<file path="src/rtl/updn_pkg.sv">
package updn_pkg;

  // Commands passed from the strobe control to the count datapath
  typedef struct packed {
    logic clear;        // master clear
    logic load;         // parallel preset
    logic inc;          // legal up step
    logic dec;          // legal down step
    logic flagIllegal;  // forbidden strobe pattern seen this cycle
  } ctrlCmd_t;

endpackage

</file>
<file path="src/rtl/updn_sync.sv">
module updn_sync #(
  parameter int  STAGES  = 2,
  parameter logic IDLE_VAL = 1'b1
) (
  input  logic clk,
  input  logic clear,
  input  logic din,
  output logic dout
);

  logic [STAGES-1:0] chain;

  generate
    for (genvar g = 0; g < STAGES; g++) begin : g_stage
      if (g == 0) begin : g_first
        always_ff @(posedge clk) begin
          if (clear) chain[0] <= IDLE_VAL;
          else       chain[0] <= din;
        end
      end else begin : g_next
        always_ff @(posedge clk) begin
          if (clear) chain[g] <= IDLE_VAL;
          else       chain[g] <= chain[g-1];
        end
      end
    end
  endgenerate

  assign dout = chain[STAGES-1];

endmodule

</file>
<file path="src/rtl/updn_ctrl.sv">
module updn_ctrl
  import updn_pkg::*;
#(
  parameter int SYNC_STAGES = 2
) (
  input  logic     clk,
  input  logic     masterRst,
  input  logic     loadN,
  input  logic     upStrobe,
  input  logic     dnStrobe,
  output logic     upLvl,
  output logic     dnLvl,
  output ctrlCmd_t cmd
);

  logic upPrev, dnPrev;
  logic riseUp, riseDn;

  // Synchronizers rest at the idle HIGH level while cleared, so that
  // releasing the clear never creates a false edge.
  updn_sync #(.STAGES(SYNC_STAGES), .IDLE_VAL(1'b1)) u_syncUp (
    .clk(clk), .clear(masterRst), .din(upStrobe), .dout(upLvl)
  );

  updn_sync #(.STAGES(SYNC_STAGES), .IDLE_VAL(1'b1)) u_syncDn (
    .clk(clk), .clear(masterRst), .din(dnStrobe), .dout(dnLvl)
  );

  always_ff @(posedge clk) begin
    if (masterRst) begin
      upPrev <= 1'b1;
      dnPrev <= 1'b1;
    end else begin
      upPrev <= upLvl;
      dnPrev <= dnLvl;
    end
  end

  assign riseUp = upLvl & ~upPrev;
  assign riseDn = dnLvl & ~dnPrev;

  always_comb begin
    cmd             = '0;
    cmd.clear       = masterRst;
    cmd.load        = ~masterRst & ~loadN;
    cmd.inc         = ~masterRst & riseUp & dnLvl & ~riseDn;
    cmd.dec         = ~masterRst & riseDn & upLvl & ~riseUp;
    cmd.flagIllegal = ~masterRst & ((riseUp & riseDn) |
                                    (riseUp & ~dnLvl) |
                                    (riseDn & ~upLvl));
  end

  // a forbidden pattern never produces a step
  p_hold_on_illegal_r9: assert property (@(posedge clk) disable iff (masterRst)
    cmd.flagIllegal |-> !(cmd.inc || cmd.dec));

  // one strobe edge gives a step command in one cycle only
  p_single_step_r1: assert property (@(posedge clk) disable iff (masterRst)
    cmd.inc |=> !cmd.inc);

endmodule

</file>
<file path="src/rtl/updn_dp.sv">
module updn_dp
  import updn_pkg::*;
#(
  parameter int WIDTH = 4
) (
  input  logic             clk,
  input  ctrlCmd_t         cmd,
  input  logic [WIDTH-1:0] loadData,
  input  logic             upLvl,
  input  logic             dnLvl,
  output logic [WIDTH-1:0] count,
  output logic             tcUpN,
  output logic             tcDnN,
  output logic             illegal
);

  localparam logic [WIDTH-1:0] ONE  = WIDTH'(1);
  localparam logic [WIDTH-1:0] MAXV = '1;

  // Priority: clear, then preset, then step. An illegal pattern gives no step.
  always_ff @(posedge clk) begin
    if (cmd.clear) begin
      count   <= '0;
      illegal <= 1'b0;
    end else begin
      if (cmd.load)     count <= loadData;
      else if (cmd.inc) count <= count + ONE;
      else if (cmd.dec) count <= count - ONE;
      if (cmd.flagIllegal) illegal <= 1'b1;
    end
  end

  assign tcUpN = ~((count == MAXV) & ~upLvl);
  assign tcDnN = ~((count == '0)   & ~dnLvl);

  // a step command advances the count by one (modulo, R3)
  p_up_step_r1: assert property (@(posedge clk) disable iff (cmd.clear)
    (cmd.inc && !cmd.load) |=> count == $past(count) + ONE);

  // a down command lowers the count by one
  p_down_step_r2: assert property (@(posedge clk) disable iff (cmd.clear)
    (cmd.dec && !cmd.load) |=> count == $past(count) - ONE);

  // a preset lands the data on the next edge
  p_load_r5: assert property (@(posedge clk) disable iff (cmd.clear)
    cmd.load |=> count == $past(loadData));

  // a forbidden pattern raises the flag
  p_flag_set_r8: assert property (@(posedge clk) disable iff (cmd.clear)
    cmd.flagIllegal |=> illegal);

  // the flag only drops through the master clear
  p_flag_sticky_r10: assert property (@(posedge clk) disable iff (cmd.clear)
    illegal |=> illegal);

endmodule

</file>
<file path="src/rtl/updn_counter.sv">
module updn_counter
  import updn_pkg::*;
#(
  parameter int WIDTH       = 4,
  parameter int SYNC_STAGES = 2
) (
  input  logic             clk,
  input  logic             masterRst,
  input  logic             loadN,
  input  logic [WIDTH-1:0] loadData,
  input  logic             upStrobe,
  input  logic             dnStrobe,
  output logic [WIDTH-1:0] count,
  output logic             tcUpN,
  output logic             tcDnN,
  output logic             illegal
);

  ctrlCmd_t cmd;
  logic     upLvl, dnLvl;

  updn_ctrl #(.SYNC_STAGES(SYNC_STAGES)) u_ctrl (
    .clk(clk), .masterRst(masterRst), .loadN(loadN),
    .upStrobe(upStrobe), .dnStrobe(dnStrobe),
    .upLvl(upLvl), .dnLvl(dnLvl), .cmd(cmd)
  );

  updn_dp #(.WIDTH(WIDTH)) u_dp (
    .clk(clk), .cmd(cmd), .loadData(loadData),
    .upLvl(upLvl), .dnLvl(dnLvl),
    .count(count), .tcUpN(tcUpN), .tcDnN(tcDnN), .illegal(illegal)
  );

endmodule

</file>
<file path="config.mk">
export PLATFORM = sky130hd
export DESIGN_NAME = updn_counter
export DESIGN_NICKNAME = d
export VERILOG_FILES = /design/src/rtl/updn_pkg.sv /design/src/rtl/updn_sync.sv /design/src/rtl/updn_ctrl.sv /design/src/rtl/updn_dp.sv /design/src/rtl/updn_counter.sv
export SDC_FILE = /design/constraint.sdc
export NUM_CORES = 1
export LEC_CHECK = 0
export BUFFER_PORTS_ARGS = -buffer_cell sky130_fd_sc_hd__buf_2
export CAP_MARGIN = 20
export CORE_AREA = 2 2 39 41
export CTS_BUF_LIST = sky130_fd_sc_hd__clkbuf_16
export CTS_CLUSTER_SIZE = 25
export DETAILED_ROUTE_END_ITERATION = 8
export DIE_AREA = 0 0 41 43
export PLACE_DENSITY_LB_ADDON = 0.1
export SLEW_MARGIN = 20
export SYNTH_ARGS = -nofsm -noshare
export SYNTH_HDL_FRONTEND = slang
export SYNTH_SLANG_ARGS = --single-unit
</file>
<file path="constraint.sdc">
create_clock -name clk -period 2.17 [get_ports clk]
set_input_delay 0.1085 -clock clk [delete_from_list [all_inputs] [get_ports clk]]
set_output_delay 0.1085 -clock clk [all_outputs]
set_load 0.05 [all_outputs]
</file>
==> results of run 1 <==
-- cells by family after synthesis --
logic type | after synthesis
xor gates and xnor gates | 3
adders and majority gates | 3
muxes | 1
and+or+nand+nor | 22
buffers and inverters | 3
DFF | 11
AOI/OAI and AO/OA | 15
-- synth_stat cells --
master	instances
o21ai_0	1
nand3_1	1
a211oi_1	2
a2111o_1	1
dfxtp_1	11
mux2i_1	1
a211o_1	1
nand2_1	2
nand4_1	1
o311ai_0	1
clkbuf_1	1
buf_2	1
xnor2_1	2
nand2b_1	3
ha_1	2
nor2_1	4
o21bai_1	2
a21o_1	1
a22oi_1	1
or2_2	8
nor3_1	1
inv_1	1
xor2_1	1
fa_1	1
a21oi_1	4
nand3b_2	1
a311oi_1	1
nor2b_1	1
-- registers in the layout, summed over array words and instances (netlist names) --
| name | flops |
|---|---|
| u_ctrl.u_syncDn.chain | 1 |
| u_ctrl.upPrev | 1 |
| u_ctrl.dnPrev | 1 |
| u_dp.illegal | 1 |
| u_ctrl.u_syncUp.dout | 1 |
| u_dp.count | 4 |
| u_ctrl.u_syncDn.dout | 1 |
| u_ctrl.u_syncUp.chain | 1 |
-- power groups by stage --
stage                     combinational (mW)  clock [mW]  sequential (mW)
after floorplan                       0.0412           0            0.247
after global placement                0.0856           0            0.229
after detailed placement              0.0864           0            0.230
after CTS                             0.0885       0.335            0.227
after global routing                  0.0964       0.342            0.229
final                                 0.0880       0.329            0.227
-- metrics by stage --
step / utilization, % / instance area (um^2) / hold slack, ns / std cells / setup slack (ns)
CTS: 53.07 / 734.5 / 0.05039 / 94 / 0.09440
finish: 53.16 / 735.7 / 0.05185 / 94 / 0.1176
detailed placement: 47.38 / 655.6 / 0.2947 / 90 / 0.1174
floorplan: - / 546.8 / 0.2123 / 58 / 0.1635
global placement: 47.38 / 655.6 / 0.2925 / 90 / 0.1501
global route: 53.16 / 735.7 / 0.05477 / 94 / 0.007326
-- layer usage --
metal	track usage [%]	share of wire, %
met5	0	0
met2	28.75	49
met3	6.283	4.4
met1	19.34	44
met4	14.00	3.0
-- worst register-to-register path, delay by kind of cell (launching register included) --
kind            cells  cell delay, ns
compound gates      4            0.81
fa+ha+maj           1            0.31
flops               1            0.33
simple gates        2            0.48
-- worst paths after layout --
check | startpoint | endpoint | slack, ns
setup / recovery | u_ctrl.upPrev | u_dp.count[3] | 0.12
hold reg to reg | u_ctrl.u_syncUp.chain[0] | u_ctrl.u_syncUp.dout | 0.41
hold / removal | dnStrobe | u_ctrl.u_syncDn.chain[0] | 0.05
setup reg to reg | u_ctrl.upPrev | u_dp.count[3] | 0.12
-- final cells by class --
| cell class | instances | area [um^2] | area share [%] |
|---|---|---|---|
| timing repair buffer | 18 | 97.59 | 13.27 |
| clock buffer | 3 | 75.07 | 10.20 |
| multi-input combinational | 44 | 314.1 | 42.69 |
| clock inverter | 1 | 3.754 | 0.5102 |
| sequential | 11 | 221.5 | 30.10 |
| inverter | 1 | 3.754 | 0.5102 |
| tap | 16 | 20.02 | 2.721 |
==> impl_metrics.json, run 1 <==
{
  "routedWlPerCell_um": 12.85,
  "numClockSinks": 11,
  "synth_cells": 58,
  "p_total_mw": 0.6433,
  "hold_depth": 2,
  "path_depth": 7,
  "io_buffers": 15,
  "crit_slowest_cell": "a2111o_1",
  "max-cap-violations": 0,
  "path_buf_inv": 0,
  "dr_total_vias": 482,
  "die-area_um2": 1763,
  "mostFrequentLayoutCells": "buf_2, dfxtp_1, or2_2, nor2_1, a21oi_1",
  "synth_compound_area_share_pct": 19.68,
  "drc": 0,
  "synth_top_family_by_area": "simple AND/OR/NAND/NOR gates",
  "synth_mux_area_share_pct": 1.831,
  "path_cells": "nand2b_1 -> or2_2 -> ha_1 -> a21o_1 -> a2111o_1 -> a21oi_1 -> a311oi_1",
  "syn_area_um2": 546.8,
  "hpwl_um": 889.5,
  "synth_nets": 70,
  "area_growth_pct": 34.55,
  "initial_core_util_pct": 39.51,
  "synth_seq_cells": 11,
  "final_nets": 91,
  "setup_viol": 0,
  "fp.dieW_um": 41,
  "worst_pin_slew_ns": 0.3454,
  "maxSlewHeadroom_pct": 76.68,
  "avgViaCountPerCell": 5.128,
  "mostFrequentLayoutCell": "buf_2",
  "yosys.area.top_type": "dfxtp_1",
  "fill_cells": 138,
  "ios": 16,
  "clkPwrFrac_pct": 51.1,
  "synth-xor-area-share_pct": 4.805,
  "min_period_over_period_pct": 94.58,
  "clk-insertion-delay-late_ns": 0.24,
  "cpLargestDelayFamily": "compound AO/OA/AOI/OAI gates",
  "antenna_found_initial": 0,
  "clockBufferDepth": 2,
  "min_path_type": "in -> reg",
  "cts_tree": "built",
  "rsz0062_at_grt": "false",
  "num_rows": 14,
  "critical_path_class": "reg -> reg",
  "ctsHtreeMaxLevel": 1,
  "post_cts_buffers": 0,
  "hold_viol_final": 0,
  "synth-simple-area-share_pct": 22.88,
  "ant_nets": 0,
  "min_period_ns": 2.052,
  "worstPathArrival_ns": 2.17,
  "power.internal_mw": 0.4912,
  "drtPass1Iterations": 3,
  "switching_share_pct": 23.64,
  "setup_tns_ns": 0,
  "synth_top_area_share_pct": 40.27,
  "cts_resized": 0,
  "n_antenna_cell": 0,
  "skew_ns": 0.004073,
  "synth_fa_ha_area_share_pct": 8.238,
  "cts.clk_slew.worst_paths_ns": 0.04,
  "drive_gt1_share_pct": 39.74,
  "final_max_slew_viol_count": 0,
  "p_per_area_nw_per_um2": 874.4,
  "cp_max_fo": 4,
  "synthTopCellsByArea": "dfxtp_1, or2_2, ha_1",
  "fmax_ghz": 0.4872,
  "coreArea_um2": 1384,
  "synth-seq-area-share_pct": 40.27,
  "start_kind": "flop",
  "grt_max_degree": 12,
  "cts_buffers": 3,
  "place_congestion": 0.6864,
  "status": "finished, final reports clean",
  "rr_worst_depth": 7,
  "p_switching_mw": 0.1521,
  "drtIter0Drc": 2,
  "yosysWarnings": 0,
  "peakVddDrop_mv": 0.5997,
  "crit_required_ns": 2.29,
  "die_h_um": 43,
  "grt_pass1_vias": 494,
  "power.static_leakage_nw": 0.3040,
  "p_seq_share_pct": 35.2,
  "clock-root-buffer": "clkbuf_16",
  "synth_cell_types": 28,
  "end_kind": "flop",
  "grt.total_usage_pct": 18.59,
  "hold_buffers": 0,
  "cp_slowest_stage_delay_ns": 0.42,
  "global_route.overflow_total": 0,
  "drt_wl_total_um": 1208,
  "comb_power_share_pct": 13.7,
  "postSynthAreaPerCell_um2": 9.427,
  "grt_pass1_wl_um": 2083
}
No activity file was read; power rests on OpenSTA's default activity.
==> inputs of run 2 (changes only) <==
--- a/config.mk
+++ b/config.mk
@@ -7,11 +7,13 @@
 export LEC_CHECK = 0
 export BUFFER_PORTS_ARGS = -buffer_cell sky130_fd_sc_hd__buf_2
 export CAP_MARGIN = 20
-export CORE_AREA = 2 2 39 41
+export CELL_PAD_IN_SITES_DETAIL_PLACEMENT = 1
+export CELL_PAD_IN_SITES_GLOBAL_PLACEMENT = 2
+export CORE_AREA = 2 2 48 50
 export CTS_BUF_LIST = sky130_fd_sc_hd__clkbuf_16
 export CTS_CLUSTER_SIZE = 25
 export DETAILED_ROUTE_END_ITERATION = 8
-export DIE_AREA = 0 0 41 43
+export DIE_AREA = 0 0 50 52
 export PLACE_DENSITY_LB_ADDON = 0.1
 export SLEW_MARGIN = 20
 export SYNTH_ARGS = -nofsm -noshare
==> run 2 against run 1 <==
Net effect:
- power down 0.28%
- global-route usage down 6.8 points
- final area up 2.6%
- die area up 47%
- sequential cell count unchanged
- worst hold slack better by 0.0037 ns
- combinational power down 2%
- register-to-register slack better by 0.02 ns
- core utilization down 17 points
- clock power about the same
- fmax up 0.96%
- critical path type unchanged
- largest power group unchanged
- highest routed layer unchanged
==> impl_metrics.json, run 2 (synthesis gave the netlist of run 1 again) <==
{
  "status": "finished, final reports clean",
  "regMostFlops": "u_dp.count",
  "cts_tree": "built",
  "grt_pass1_wl_um": 2228,
  "r2r_setup_slack_ns": 0.14,
  "clockBufferDepth": 2,
  "area_growth_pct": 37.99,
  "hpwl_um": 976.5,
  "crit_required_ns": 2.28,
  "worstPathArrival_ns": 2.14,
  "clock-root-buffer": "clkbuf_16",
  "coreArea_um2": 2106,
  "n_antenna_cell": 0,
  "num_rows": 17,
  "cp_max_fo": 4,
  "min_path_type": "in -> reg",
  "path_cells": "nand2b_1 -> or2_2 -> ha_1 -> a21o_1 -> a2111o_1 -> a21oi_2 -> a311oi_2",
  "drc": 0,
  "rr_worst_depth": 7,
  "routedWlPerCell_um": 11.65,
  "antenna_found_initial": 0,
  "setup_slack_ns": 0.1371,
  "place_congestion": 0.6754,
  "mostFrequentLayoutCell": "buf_2",
  "final_max_slew_viol_count": 0,
  "global_route.overflow_total": 0,
  "grt_max_degree": 12,
  "mostFrequentLayoutCells": "buf_2, dfxtp_1, or2_2, nor2_1",
  "min_period_ns": 2.033,
  "peakVddDrop_mv": 0.3804,
  "end_kind": "flop",
  "rsz0062_at_grt": "false",
  "die_h_um": 52,
  "power.static_leakage_nw": 0.3007,
  "clk-insertion-delay-late_ns": 0.24,
  "r2r_end": "u_dp.count[3]",
  "min_period_over_period_pct": 93.68,
  "ant_nets": 0,
  "cp_slowest_stage_delay_ns": 0.41,
  "die-area_um2": 2600,
  "setup_tns_ns": 0,
  "grt_pass1_vias": 512,
  "numClockSinks": 11,
  "skew_ns": 0.001515,
  "ios": 16,
  "crit_slowest_cell": "a2111o_1",
  "hold_buffers": 0,
  "worst_pin_slew_ns": 0.3368,
  "avgViaCountPerCell": 4.552,
  "drt_wl_total_um": 1223,
  "maxSlewHeadroom_pct": 77.26,
  "p_per_area_nw_per_um2": 850.3,
  "max-cap-violations": 0,
  "critical_path_class": "reg -> reg",
  "cpLargestDelayFamily": "compound AO/OA/AOI/OAI gates",
  "ctsHtreeMaxLevel": 1,
  "start_kind": "flop",
  "drtPass1Iterations": 4,
  "hold_depth": 2,
  "io_buffers": 15,
  "path_depth": 7,
  "fmax_ghz": 0.4919,
  "post_cts_buffers": 0,
  "setup_viol": 0,
  "dr_total_vias": 478,
  "fill_cells": 257,
  "drtIter0Drc": 3,
  "cts_resized": 0,
  "cts.clk_slew.worst_paths_ns": 0.04,
  "initial_core_util_pct": 25.97,
  "hold_viol_final": 0,
  "cts_buffers": 3,
  "hp-start": "upStrobe",
  "grt.total_usage_pct": 11.77,
  "rr_startpoint": "u_ctrl.upPrev",
  "fp.dieW_um": 50,
  "dpl_worst_slack_ns": 0.09224,
  "largest_reg_flops": 4,
  "final_nets": 90,
  "path_buf_inv": 0,
  "drive_gt1_share_pct": 42.86,
  "hold_end": "u_ctrl.u_syncUp.chain[0]"
}
-- run 2: how the worst max path moves through the flow --
stage / slack [ns] / startpoint / end
floorplan: 0.16 / u_ctrl.u_syncDn.dout / u_dp.count[3]
global placement: 0.12 / u_ctrl.u_syncDn.dout / u_dp.count[3]
detailed placement: 0.09 / u_ctrl.u_syncDn.dout / u_dp.count[3]
CTS: 0.08 / u_ctrl.u_syncDn.dout / u_dp.count[3]
global route: 0.02 / u_ctrl.upPrev / u_dp.count[3]
finish: 0.14 / u_ctrl.upPrev / u_dp.count[3]
-- run 2: area by class of cell --
| type | count | area (um^2) | share of cell area, % |
|---|---|---|---|
| multi-input cells | 44 | 324.1 | 42.95 |
| flip-flops and latches | 11 | 222.7 | 29.52 |
| repair buffers | 17 | 90.09 | 11.94 |
| clock buffers | 3 | 75.07 | 9.950 |
| well taps | 28 | 35.03 | 4.643 |
| clock inverters | 1 | 3.754 | 0.4975 |
| inverters | 1 | 3.754 | 0.4975 |
-- run 2: power breakdown --
group | switching, mW | total, mW | leakage [nW] | internal (mW)
clock network | 0.0867 | 0.328 | 0.0423 | 0.241
registers | 0.0130 | 0.227 | 0.0901 | 0.214
logic | 0.0511 | 0.0866 | 0.168 | 0.0356
-- run 2: per-layer routing --
metal	share of wire, %	track usage, %	vias to the layer above
met5	0	0	-
met4	0.74	8.333	0
met3	5.2	3.448	2
met2	47	17.76	9
met1	47	14.24	223
li1	-	-	244
-- run 2: stage by stage --
step	area, um^2	hold WS (ns)	total power, mW	cells	utilization [%]
4_1_cts	742.0	0.05211	0.6529	105	35.23
3_5_place_dp	663.1	0.2965	0.3175	101	31.49
3_3_place_gp	663.1	0.2928	0.3171	101	31.49
2_1_floorplan	546.8	0.2123	0.2886	58	-
5_1_grt	754.5	0.06634	0.6751	105	35.83
6_report	754.5	0.05558	0.6415	105	35.83
-- run 2: worst reg2reg max path: stages, from the launching register on --
cell	delay, ns
dfxtp_1	0.33
nand2b_1	0.16
or2_2	0.32
ha_1	0.30
a21o_1	0.18
a2111o_1	0.41
a21oi_2	0.16
a311oi_2	0.04
==> inputs of run 3 (changes only) <==
--- a/config.mk
+++ b/config.mk
@@ -9,11 +9,11 @@
 export CAP_MARGIN = 20
 export CELL_PAD_IN_SITES_DETAIL_PLACEMENT = 1
 export CELL_PAD_IN_SITES_GLOBAL_PLACEMENT = 2
-export CORE_AREA = 2 2 48 50
+export CORE_AREA = 2 2 40 60
 export CTS_BUF_LIST = sky130_fd_sc_hd__clkbuf_16
 export CTS_CLUSTER_SIZE = 25
 export DETAILED_ROUTE_END_ITERATION = 8
-export DIE_AREA = 0 0 50 52
+export DIE_AREA = 0 0 42 62
 export PLACE_DENSITY_LB_ADDON = 0.1
 export SLEW_MARGIN = 20
 export SYNTH_ARGS = -nofsm -noshare
==> run 3 against run 2 <==
Net effect:
- core utilization is 0.97 points lower
- power is 0.20% higher
- clock power hardly changed
- sequential share of layout area increased by 0.50 points
- critical path type unchanged
==> impl_metrics.json, run 3 (synthesis gave the netlist of run 1 again) <==
{
  "grt_pass1_wl_um": 2221,
  "grt_pass1_vias": 517,
  "p_seq_share_pct": 35.4,
  "drt_wl_total_um": 1289,
  "die_h_um": 62,
  "dp.cells": 96,
  "drtPass1Iterations": 4,
  "drtIter0Drc": 7,
  "min_period_over_period_pct": 92.28,
  "instances_no_fill": 100,
  "comb_power_share_pct": 13.4,
  "drive_gt1_share_pct": 41.56,
  "avgViaCountPerCell": 4.910,
  "fin_util_pct": 34.86,
  "status": "finished, final reports clean",
  "clock-root-buffer": "clkbuf_16",
  "worst_pin_slew_ns": 0.3336,
  "skew_ns": 0.0008724,
  "end_kind": "flop",
  "fmax_ghz": 0.4994,
  "crit_slowest_cell": "a2111o_1",
  "n_antenna_cell": 0,
  "global_route.overflow_total": 0,
  "fp.dieW_um": 42,
  "num_rows": 21,
  "start_kind": "flop",
  "critical_path_class": "reg -> reg",
  "final_max_slew_viol_count": 0,
  "routedWlPerCell_um": 12.89,
  "setup_tns_ns": 0,
  "numClockSinks": 11,
  "r2r_setup_slack_ns": 0.17,
  "ant_nets": 0,
  "maxSlewHeadroom_pct": 77.48,
  "peakVddDrop_mv": 0.3850,
  "grt_max_degree": 12,
  "min_period_ns": 2.002,
  "cts_buffers": 3,
  "dpl_cell_area_um2": 656.9,
  "cpLargestDelayFamily": "compound AO/OA/AOI/OAI gates",
  "place_congestion": 0.7207,
  "clockBufferDepth": 2,
  "coreArea_um2": 2128,
  "p_total_mw": 0.6428,
  "switching_share_pct": 23.76,
  "mostFrequentLayoutCells": "buf_2, dfxtp_1, or2_2, nor2_1",
  "antenna_found_initial": 0,
  "cts.clk_slew.worst_paths_ns": 0.04,
  "final_nets": 90,
  "grt.total_usage_pct": 11.97,
  "crit_required_ns": 2.31,
  "ios": 16,
  "regMostFlops": "u_dp.count",
  "post_cts_buffers": 0,
  "final_cell_area_um2": 742.0,
  "initial_core_util_pct": 25.69,
  "mostFrequentLayoutCell": "buf_2",
  "hold_viol_final": 0,
  "path_buf_inv": 0,
  "multi_input_area_um2": 317.8,
  "setup_viol": 0,
  "dr_total_vias": 491,
  "worstPathArrival_ns": 2.14,
  "clkPwrFrac_pct": 51.2,
  "min_path_type": "in -> reg",
  "seqCellArea_um2": 222.7,
  "area_growth_pct": 35.70,
  "power.static_leakage_nw": 0.2993,
  "path_cells": "nand3b_2 -> or2_2 -> ha_1 -> a21o_1 -> a2111o_1 -> a311oi_1",
  "cp_max_fo": 5,
  "io_buffers": 15,
  "largest_reg_flops": 4,
  "hpwl_um": 1021,
  "drc": 0,
  "rsz0062_at_grt": "false",
  "die-area_um2": 2604,
  "cp_slowest_stage_delay_ns": 0.40,
  "clk-insertion-delay-late_ns": 0.24,
  "p_switching_mw": 0.1527,
  "p_per_area_nw_per_um2": 866.3,
  "cts_tree": "built",
  "max-cap-violations": 0,
  "power.internal_mw": 0.4901,
  "hold_buffers": 0,
  "fill_cells": 252,
  "ctsHtreeMaxLevel": 1
}
[run 3: cell counts in the layout (fill, tap and decap cells not counted)]
Identical to the previous run, type by type.
[run 3: metrics by stage]
| step | setup slack [ns] | hold WS, ns |
|---|---|---|
| floorplan | 0.1635 | 0.2123 |
| global route | 0.04238 | 0.05442 |
| global placement | 0.09252 | 0.2933 |
| detailed placement | 0.05632 | 0.2977 |
| finish | 0.1676 | 0.05167 |
| CTS | 0.02399 | 0.05219 |
[run 3: path summary, 6_finish.rpt]
check	startpoint	end	cells past startpoint
worst max register to register	u_ctrl.u_syncDn.dout	u_dp.count[3]	6
worst max-delay path	u_ctrl.u_syncDn.dout	u_dp.count[3]	6
worst min register to register	u_ctrl.u_syncUp.chain[0]	u_ctrl.u_syncUp.dout	1
worst min-delay path	dnStrobe	u_ctrl.u_syncDn.chain[0]	2
[run 3: metal layers]
layer	vias to the layer above	part of all wire (%)	GRT usage, %
met5	-	0	0
met1	231	42	12.68
met2	11	51	20.76
li1	245	-	-
met4	0	3.1	8.295
met3	4	4.0	3.468
[run 3: final cells by class]
cell class | count | share of cell area, %
Multi-Input combinational cell | 44 | 42.83
Sequential cell | 11 | 30.02
Timing Repair Buffer | 17 | 12.14
Clock buffer | 3 | 10.12
Tap cell | 23 | 3.879
Clock inverter | 1 | 0.5059
Inverter | 1 | 0.5059
[run 3: power by group through the flow]
stage	Clock, mW	Combinational, mW	Sequential, mW
2_1_floorplan	0	0.0412	0.247
3_3_place_gp	0	0.0866	0.230
3_5_place_dp	0	0.0873	0.231
4_1_cts	0.338	0.0880	0.227
5_1_grt	0.347	0.0953	0.230
6_report	0.329	0.0861	0.227
[run 3: what timing repair did]
item	CTS	global route
resized for setup	0	3
setup endpoints to repair	0	1
endpoints found under the hold margin	0	0
